<file path="config.mk">
export PLATFORM = sky130hd
export DESIGN_NAME = pwm_fault_guard
export DESIGN_NICKNAME = d
export VERILOG_FILES = /design/src/rtl/pwm_fault_guard.sv
export SDC_FILE = /design/constraint.sdc
export NUM_CORES = 1
export LEC_CHECK = 0
export ABC_AREA = 1
export BUFFER_PORTS_ARGS = -buffer_cell sky130_fd_sc_hd__buf_4
export CAP_MARGIN = 20
export CORE_AREA = 2 2 49 51
export DETAILED_ROUTE_END_ITERATION = 6
export DIE_AREA = 0 0 51 53
export MAX_ROUTING_LAYER = met4
export PLACE_DENSITY_LB_ADDON = 0.12
export SYNTH_ARGS = -nofsm -noshare
export SYNTH_HDL_FRONTEND = slang
export SYNTH_SLANG_ARGS = --single-unit
</file>
<file path="constraint.sdc">
create_clock -name clk -period 2.6 [get_ports clk]
set_clock_uncertainty 0.05 [all_clocks]
set_input_delay 0.26 -clock clk [delete_from_list [all_inputs] [get_ports clk]]
set_output_delay 0.26 -clock clk [all_outputs]
set_load 0.01 [all_outputs]
</file>
<file path="src/rtl/pwm_fault_guard.sv">
module pwm_fault_guard #(
  parameter int NTRIP = 6
) (
  input  logic             clk,
  input  logic             rst_n,
  input  logic [NTRIP-1:0] trip_n,
  input  logic [NTRIP-1:0] osht_en,
  input  logic [NTRIP-1:0] cbc_en,
  input  logic             pwm_a_in,
  input  logic             pwm_b_in,
  input  logic             cnt_zero,
  input  logic [1:0]       act_a,
  input  logic [1:0]       act_b,
  input  logic             osht_clr,
  input  logic             flag_clr,
  input  logic             sw_force,
  output logic             pwm_a_out,
  output logic             pwm_a_oe,
  output logic             pwm_b_out,
  output logic             pwm_b_oe,
  output logic             flag_osht,
  output logic             flag_cbc,
  output logic             irq
);

  logic [NTRIP-1:0] meta_q, sync_q;
  logic osht_lat, cbc_lat;

  always_ff @(posedge clk or negedge rst_n)
    if (!rst_n) begin
      meta_q <= '1;
      sync_q <= '1;
    end else begin
      meta_q <= trip_n;
      sync_q <= meta_q;
    end

  wire [NTRIP-1:0] fault = ~sync_q;
  wire osht_hit = |(fault & osht_en) | sw_force;
  wire cbc_hit  = |(fault & cbc_en);

  always_ff @(posedge clk or negedge rst_n)
    if (!rst_n) begin
      osht_lat  <= 1'b0;
      cbc_lat   <= 1'b0;
      flag_osht <= 1'b0;
      flag_cbc  <= 1'b0;
      irq       <= 1'b0;
    end else begin
      if (osht_hit)      osht_lat <= 1'b1;
      else if (osht_clr) osht_lat <= 1'b0;
      if (cbc_hit)       cbc_lat  <= 1'b1;
      else if (cnt_zero) cbc_lat  <= 1'b0;
      if (osht_hit)      flag_osht <= 1'b1;
      else if (flag_clr) flag_osht <= 1'b0;
      if (cbc_hit)       flag_cbc  <= 1'b1;
      else if (flag_clr) flag_cbc  <= 1'b0;
      irq <= (osht_hit & ~osht_lat) | (cbc_hit & ~cbc_lat);
    end

  wire tripped = osht_lat | cbc_lat;

  function automatic logic [1:0] apply(input logic trip, input logic [1:0] act, input logic raw);
    if (!trip) return {raw, 1'b1};
    case (act)
      2'b00:   return 2'b00;
      2'b01:   return 2'b11;
      2'b10:   return 2'b01;
      default: return {raw, 1'b1};
    endcase
  endfunction

  assign {pwm_a_out, pwm_a_oe} = apply(tripped, act_a, pwm_a_in);
  assign {pwm_b_out, pwm_b_oe} = apply(tripped, act_b, pwm_b_in);

endmodule

</file>
==> results.txt, run 1 <==
Status - completed
PwrDens - 475 nW/um2
Max-cap violations - 0
Cell accounting for the most synthesized area - dfstp_2
Worst-skew pair later-pin latency - 0.29 ns
Vias - 587
Clock root cell - clkbuf_4
Die Wd - 51 um
Nets - 150
Largest net degree at the start of global routing - 18
Max clock buf depth - 2
Lkg Pwr - 0.556 nW
Critical Path RT - 2.29 ns
Endpoint class of the critical path - primary output
Cells after Synth - 72
Largest family of logic cells by synthesized area - simple AND/OR/NAND/NOR gates
Synthesized net count - 102
Port-buffer cells - 36
Post-synthesis mux area share - 0%
Fraction of layout cells with a size suffix above 1 - 50.4%
Final Hold Viols - 0
Dpl hpwl - 1040 um
Initial core utilization - 31.5%
Critical Path Start Type - flop
Most frequent cells in the layout - buf_4 (36), nand2_1 (22), dfstp_2 (12)
RSZ-0062 raised after global routing - false
Synth cell types - 13
Worst slew margin - 86.0%
Antenna Cells - 0
Worst-path clk slew - 0.09 ns
Synth Area in XOR/XNOR - 0%
Worst slew pin tran - 0.211 ns
Placed inst area - 981 um2
Crit path DAT - 1.16 ns
Synth area leaders - dfstp_2 (47%), dfrtp_1 (19%), nand2_1 (12%)
Critical path start-end classification - reg2out
Synth Warn # - 0
Post-Syn Area - 676 um2
Avg Synthesized Cell Area - 9.38 um2
Synth Area in Simple Gates - 19.4%
Design Power - 512 uW
Final global-route overflow total - 0
Num CTS Buffers - 3
Clock sink count - 17
Post-synth top area share - 46.7%
Setup TNS - 0 ns
Final setup fails - 0
Adder-Cell Fraction of Synth Area - 0%
Period utilization - 56.6%
CTS tree - done
Die area - 2700 um2
Register area share after synthesis - 65.2%
Commonest non-fill, non-tap cell in the layout - buf_4
Clock H-tree levels - 1
Final critical-path required period - 1.47 ns
Gr usage total - 11.7%
CP Max Fanout - 6
Vias per cell - 3.99
Compound-gate portion of the synthesized area - 5.93%
Vias in the first global route - 536
DRC Markers - 0
#FFs+latches synth - 17
VDD IR max - 0.296 mV
Die H - 53 um
# rows - 17
Min Hold Slack - 0.122 ns
Post-route ant nets - 0
Initial DRC Count - 0
Slew Limit Fails - 0
Drt wl/cell - 8.84 um
Antenna violations before repair - 0
Core area - 2150 um2
First-pass GRT wire length - 2150 um
Post-route cell area - 1080 um2
Number of gates resized after CTS - 0
Layout area overhead - 59.6%
Final WL - 1300 um
HP Class - in2reg
GP Congestion - 0.710
Fmax - 0.679 GHz
Drt pass-1 iters - 1
# IOs - 37
critical path, cell delays in order (launching register included):
cell	delay [ns]
dfrtp_1	0.39
inv_2	0.07
nand2_2	0.09
a21oi_1	0.13
a21oi_1	0.05
buf_4	0.14
metrics by stage:
step           setup WS (ns)  util, %  instances
6_report                1.13     50.2        147
5_1_grt                 1.02     50.2        147
4_1_cts                 1.11     47.4        141
3_5_place_dp            1.44     45.7        136
3_3_place_gp            1.46     45.7        136
2_1_floorplan           1.54        -         72
cells by family (layout without fill, tap and decap cells):
| logic type | count (synthesis) | count (layout) |
|---|---|---|
| flip-flops | 17 | 17 |
| AO/OA/AOI/OAI | 7 | 7 |
| AND/OR/NAND/NOR | 31 | 31 |
| buffers and inverters | 17 | 64 |
timing repair:
action,in CTS,in global routing
hold buffers,1,6
hold endpoints to repair,17,6
buffers inserted,0,0
where the power goes:
part           switching (mW)  internal [mW]  total [mW]
registers             0.00442          0.285       0.289
clock network          0.0784         0.0572       0.136
logic                  0.0352         0.0520      0.0872
worst paths after layout:
kind                                             end           startpoint  slack, ns  depth (start not counted)
worst max-delay path                       pwm_b_out  cbc_lat$_DFFE_PN0P_       1.13                          5
worst min register to register   sync_q[0]$_DFF_PN1_  meta_q[0]$_DFF_PN1_       0.31                          0
min in group asynchronous              irq$_DFF_PN0_                rst_n       0.31                          2
worst max register to register         irq$_DFF_PN0_  sync_q[5]$_DFF_PN1_       1.47                          7
max in group asynchronous        sync_q[5]$_DFF_PN1_                rst_n       1.94                          2
worst min-delay path            osht_lat$_DFFE_PN0P_             osht_clr       0.12                          2
flip-flops by register name, indices dropped and copies added (netlist names):
register and count:
flag_cbc 1, cbc_lat 1, sync_q 6, meta_q 6
irq 1, osht_lat 1, flag_osht 1
metal layers:
layer	vias up	global-route usage (%)	wire length (um)
met3	2	5.93	101
li1	306	-	-
met5	-	-	0
met1	261	12.1	514
met2	18	19.3	674
met4	0	4.05	9
area by class of cell:
cell class                 instances  area [um2]
clock buffer                       3        22.5
clock inverter                     1        5.00
multi-input combinational         38         171
inverter                          17        63.8
tap                               28        35.0
sequential                        17         440
fill                             229        1070
timing repair buffer              43         340
Yosys cell counts:
| library cell | instances |
|---|---|
| a21oi_1 | 4 |
| inv_2 | 4 |
| nand3_1 | 4 |
| dfrtp_1 | 5 |
| clkinv_1 | 4 |
| inv_1 | 9 |
| nand2_2 | 1 |
| nor2_2 | 3 |
| nand2_1 | 22 |
| dfstp_2 | 12 |
| nor2_1 | 1 |
| o21ai_1 | 1 |
| o211ai_1 | 2 |
Power figures use the tool's default switching activity.
==> run 2: changes to the inputs <==
- clock period: 2.6 -> 1.4 ns (I/O delays scaled with it)
==> run 2 against run 1 <==
Compared with the run above: combinational power grew 92%; largest cell class unchanged; flip-flop and latch count is the same; cell count grew 0.68%; die area is the same; worst hold slack lost 0.12 ns; highest routed layer is now met3; count of clock-buffer cells in the layout is the same; total power grew 89%; utilization grew 1.2 points.
==> results.txt, run 2 (synthesis results as in run 1) <==
Status - completed
Final critical-path required period - 1.32 ns
PwrDens - 879 nW/um2 (+85%)
Slew Limit Fails - 0 (unchanged)
Antenna violations before repair - 0 (unchanged)
Hold Crit Depth - 2 (unchanged)
Worst-path cell chain - inv_2 > nand2_4 > a21oi_2 > a21oi_1 > buf_4
First-pass GRT wire length - 2170 um (+0.98%)
Fin cells - 148 (+0.68%)
Critical Path Stages - 5 (unchanged)
Die H - 53 um (unchanged)
Worst slew margin - 86.4% (+0.48 points)
Placed cell count - 136 (unchanged)
Critical Path RT - 1.21 ns (-1.08 ns)
Core area - 2150 um2 (unchanged)
Most frequent cells in the layout - buf_4 (36), nand2_1 (22), dfstp_2 (12)
HP Class - in2reg
Final setup fails - 0 (unchanged)
RSZ-0062 raised after global routing - true
Total setup buffers inserted after CTS - 0 (unchanged)
Drt wl/cell - 8.70 um (-1.6%)
Num CTS Buffers - 3 (unchanged)
Worst-skew pair later-pin latency - 0.29 ns (about the same)
Core Util, Final - 51.4% (+1.2 points)
Drt pass-1 iters - 4 (+3)
Commonest non-fill, non-tap cell in the layout - buf_4
Max-cap violations - 0 (unchanged)
Final global-route overflow total - 0 (unchanged)
Final WL - 1290 um (-0.92%)
Max clock buf depth - 2 (unchanged)
Vias per cell - 4.00 (+0.17%)
VDD IR max - 0.559 mV (+89%)
Die area - 2700 um2 (unchanged)
Die Wd - 51 um (unchanged)
Vias in the first global route - 552 (+3.0%)
Port-buffer cells - 36 (unchanged)
Vias - 592 (+0.85%)
Endpoint class of the critical path - primary output
Post-route ant nets - 0 (unchanged)
Max incr delay on CP - 0.39 ns (about the same)
Crit path buf inv count - 2 (unchanged)
# IOs - 37 (unchanged)
Critical path start-end classification - reg2out
Lkg Pwr - 0.571 nW (+2.6%)
Clock H-tree levels - 1 (unchanged)
DRC Markers - 0 (unchanged)
GP Congestion - 0.750 (+5.6%)
Final Hold Viols - 0 (unchanged)
CP top delay family - flip-flops
Worst slew pin tran - 0.203 ns (-0.00727 ns)
Reg2reg path depth - 7 (unchanged)
# rows - 17 (unchanged)
CP max-delay cell - dfrtp_1
Fill cells - 215 (-6.1%)
Period utilization - 94.6%
Fraction of layout cells with a size suffix above 1 - 51.7% (+1.2 points)
Layout area overhead - 63.3%
Fmax - 0.755 GHz
Largest regs - meta_q: 6 flops, sync_q: 6 flops
Largest net degree at the start of global routing - 18 (unchanged)
Worst-path clk slew - 0.10 ns (about the same)
Critical Path Start Type - flop
CP Max Fanout - 6 (unchanged)
Initial core utilization - 31.5% (unchanged)
Gr usage total - 11.3% (-0.36 points)
Nets - 151 (+0.67%)
Crit path DAT - 1.13 ns (-0.03 ns)
Antenna Cells - 0 (unchanged)
Clock root cell - clkbuf_4
Clock sink count - 17 (unchanged)
CTS tree - done
Initial DRC Count - 12 (+12)
## run 2: layout make-up
cell class              instances  area (um2)  share of cell area (%)
flip-flops and latches         17         440                    39.9
repair buffers                 44         350                    31.7
multi-input cells              38         184                    16.7
inverters                      17        63.8                    5.78
well taps                      28        35.0                    3.17
clock buffers                   3        22.5                    2.04
clock inverters                 1        7.51                   0.680
## run 2: timing repair
item	4_1_cts	5_1_grt
hold buffers	8	0
endpoints found under the hold margin	24	0
endpoints found under the setup margin	0	2
resized for setup	0	3
## run 2: routing by layer
layer | track usage (%) | part of all wire [%]
met1 | 13.1 | 42
met2 | 18.8 | 51
met3 | 5.08 | 7.1
met4 | 1.35 | 0
met5 | - | 0
## run 2: worst paths after layout
path	startpoint	to	slack [ns]
min in group asynchronous	rst_n	osht_lat$_DFFE_PN0P_	0.18
max in group asynchronous	rst_n	meta_q[5]$_DFF_PN1_	0.87
max reg2reg	sync_q[3]$_DFF_PN1_	irq$_DFF_PN0_	0.27
min reg2reg	meta_q[4]$_DFF_PN1_	sync_q[4]$_DFF_PN1_	0.31
min	cnt_zero	cbc_lat$_DFFE_PN0P_	0.006
max	osht_lat$_DFFE_PN0P_	pwm_a_out	0.08
## run 2: power by group
part | switching (mW) | leakage [nW] | internal, mW
clock | 0.157 | 0.0139 | 0.109
combinational | 0.0676 | 0.380 | 0.0993
sequential | 0.00789 | 0.176 | 0.529
## run 2: stage by stage
| stage | setup TNS, ns | total power, mW | instance area [um2] | setup slack, ns | hold slack [ns] |
|---|---|---|---|---|---|
| finish | 0 | 0.970 | 1100 | 0.0752 | 0.00563 |
| global placement | 0 | 0.693 | 981 | 0.275 | -0.0372 |
| global route | -0.0254 | 1.03 | 1100 | -0.0167 | 0.0158 |
| floorplan | 0 | 0.597 | 676 | 0.345 | -0.206 |
| detailed placement | 0 | 0.695 | 981 | 0.279 | -0.0364 |
| CTS | 0 | 0.983 | 1090 | 0.0362 | 0.0111 |
==> run 3: changes to the inputs <==
- CORE_AREA: 2 2 49 51 -> 2 2 44 46
- DIE_AREA: 0 0 51 53 -> 0 0 46 48
==> run 3 against run 2 <==
Compared with the run above: worst setup slack got worse by 0.0025 ns; count of clock-buffer cells in the layout rose by 1; fmax fell by 0.19%; worst hold slack improved by 0.042 ns; cell area fell by 1.6%; critical endpoint unchanged; highest routed layer is now met4.
==> results.txt, run 3 (synthesis results as in run 1) <==
Status - completed
Final Hold Viols - 0 (unchanged)
Max incr delay on CP - 0.39 ns (about the same)
Final setup margin - 0.0727 ns (-0.00248 ns)
Worst-skew pair later-pin latency - 0.28 ns (about the same)
DRC Markers - 0 (unchanged)
Fmax - 0.753 GHz (-0.19%)
Largest regs - meta_q: 6 flops, sync_q: 6 flops
Fin cells - 137 (-7.4%)
Gr usage total - 14.6% (+3.3 points)
Max-cap violations - 0 (unchanged)
Endpoint class of the critical path - primary output
Vias - 598 (+1.0%)
Max clock buf depth - 2 (unchanged)
Antenna violations before repair - 0 (unchanged)
Placed cell count - 125 (-8.1%)
Most frequent cells in the layout - buf_4 (36), nand2_1 (22), dfstp_2 (12)
Critical Path Start Type - flop
Antenna Cells - 0 (unchanged)
Pint - 739 uW (+0.23%)
Nets - 151 (unchanged)
Die area - 2210 um2 (-18%)
GP Congestion - 0.763 (+1.7%)
Dpl hpwl - 1040 um
Drt pass-1 iters - 3 (-1)
Net Sw Power - 213 uW (-8.4%)
Final critical-path required period - 1.33 ns (+0.00248 ns)
HP Class - in2reg
Setup TNS - 0 ns (unchanged)
# IOs - 37 (unchanged)
Final WL - 1390 um (+8.2%)
Num CTS Buffers - 3 (unchanged)
Drt wl/cell - 10.2 um (+17%)
Die Wd - 46 um (-9.8%)
CP Max Fanout - 6 (unchanged)
First-pass GRT wire length - 2060 um (-5.1%)
Slew Limit Fails - 0 (unchanged)
Crit path DAT - 1.14 ns (about the same)
Worst-path clk slew - 0.08 ns (-0.02 ns)
Worst slew margin - 86.7% (+0.26 points)
Clock root cell - clkbuf_4
Lkg Pwr - 0.572 nW (+0.18%)
Critical Path RT - 1.21 ns (about the same)
Largest net degree at the start of global routing - 18 (unchanged)
Worst-path cell chain - inv_2 > nand2_4 > a21oi_2 > a21oi_1 > buf_4
Clock H-tree levels - 1 (unchanged)
Vias in the first global route - 540 (-2.2%)
Layout area overhead - 60.7%
CP max-delay cell - dfrtp_1
Comb power frac - 17.6% (+0.4 points)
VDD IR max - 0.700 mV (+25%)
Clock sink count - 17 (unchanged)
CP top delay family - flip-flops
Commonest non-fill, non-tap cell in the layout - buf_4
Pre-CTS WS - 0.278 ns (-0.00161 ns)
RSZ-0062 raised after global routing - false
CTS tree - done
PwrDens - 876 nW/um2 (-0.25%)
Worst slew pin tran - 0.199 ns (-0.00474 ns)
Sw Ratio - 22.4% (-1.6 points)
Critical path start-end classification - reg2out
# rows - 15 (-2)
Port-buffer cells - 36 (unchanged)
Fraction of layout cells with a size suffix above 1 - 50.8% (-0.83 points)
Period utilization - 94.8% (+0.18 points)
Post-route ant nets - 0 (unchanged)
Fill cells - 158 (-27%)
Vias per cell - 4.36 (+9.1%)
Crit path buf inv count - 2 (unchanged)
Final setup fails - 0 (unchanged)
Initial DRC Count - 3 (-9)
Clock group share of total power - 26.0% (-1.4 points)
Final global-route overflow total - 0 (unchanged)
Seq pwr share - 56.4% (+1.0 points)
Initial core utilization - 40.0% (+8.5 points)
Core area - 1690 um2 (-21%)
Die H - 48 um (-9.4%)
run 3: metrics by stage:
step	power [mW]	instance area, um2	hold slack, ns	util (%)
global placement	0.691	967	-0.0423	57.3
detailed placement	0.694	967	-0.0412	57.3
CTS	0.966	1070	0.0339	63.6
finish	0.952	1090	0.0479	64.3
global route	1.00	1090	0.0284	64.3
floorplan	0.597	676	-0.206	-
run 3: worst paths after layout:
| kind | startpoint | endpoint | slack [ns] | cells after the start |
|---|---|---|---|---|
| max reg2reg | sync_q[4]$_DFF_PN1_ | irq$_DFF_PN0_ | 0.27 | 7 |
| min in group asynchronous | rst_n | flag_cbc$_DFFE_PN0P_ | 0.19 | 2 |
| min | osht_clr | osht_lat$_DFFE_PN0P_ | 0.05 | 2 |
| min reg2reg | meta_q[5]$_DFF_PN1_ | sync_q[5]$_DFF_PN1_ | 0.31 | 0 |
| max in group asynchronous | rst_n | sync_q[3]$_DFF_PN1_ | 0.86 | 2 |
| max | cbc_lat$_DFFE_PN0P_ | pwm_a_out | 0.07 | 5 |
run 3: cell type report:
class	instances	area, um2	share of cell area (%)
multi-input cells	38	184	16.9
well taps	17	21.3	1.96
repair buffers	44	350	32.3
flip-flops and latches	17	440	40.6
inverters	17	63.8	5.88
clock buffers	4	26.3	2.42
run 3: per-layer routing:
metal	global-route usage (%)	share of wire (%)
met5	-	0
met4	10.3	1.2
met3	3.40	4.7
met2	25.8	56
met1	13.9	38
run 3: repair_timing:
item / in CTS / in global routing
hold endpoints to repair: 24 / 0
setup buffers: 0 / 0
setup endpoints to repair: 0 / 2
resized for setup: 0 / 3
hold buffers: 8 / 0
run 3: power by group through the flow:
stage	registers, mW	clock network [mW]	logic, mW
global placement	0.545	0	0.147
detailed placement	0.545	0	0.149
finish	0.537	0.247	0.168
floorplan	0.547	0	0.0506
CTS	0.537	0.262	0.167
global route	0.540	0.277	0.187
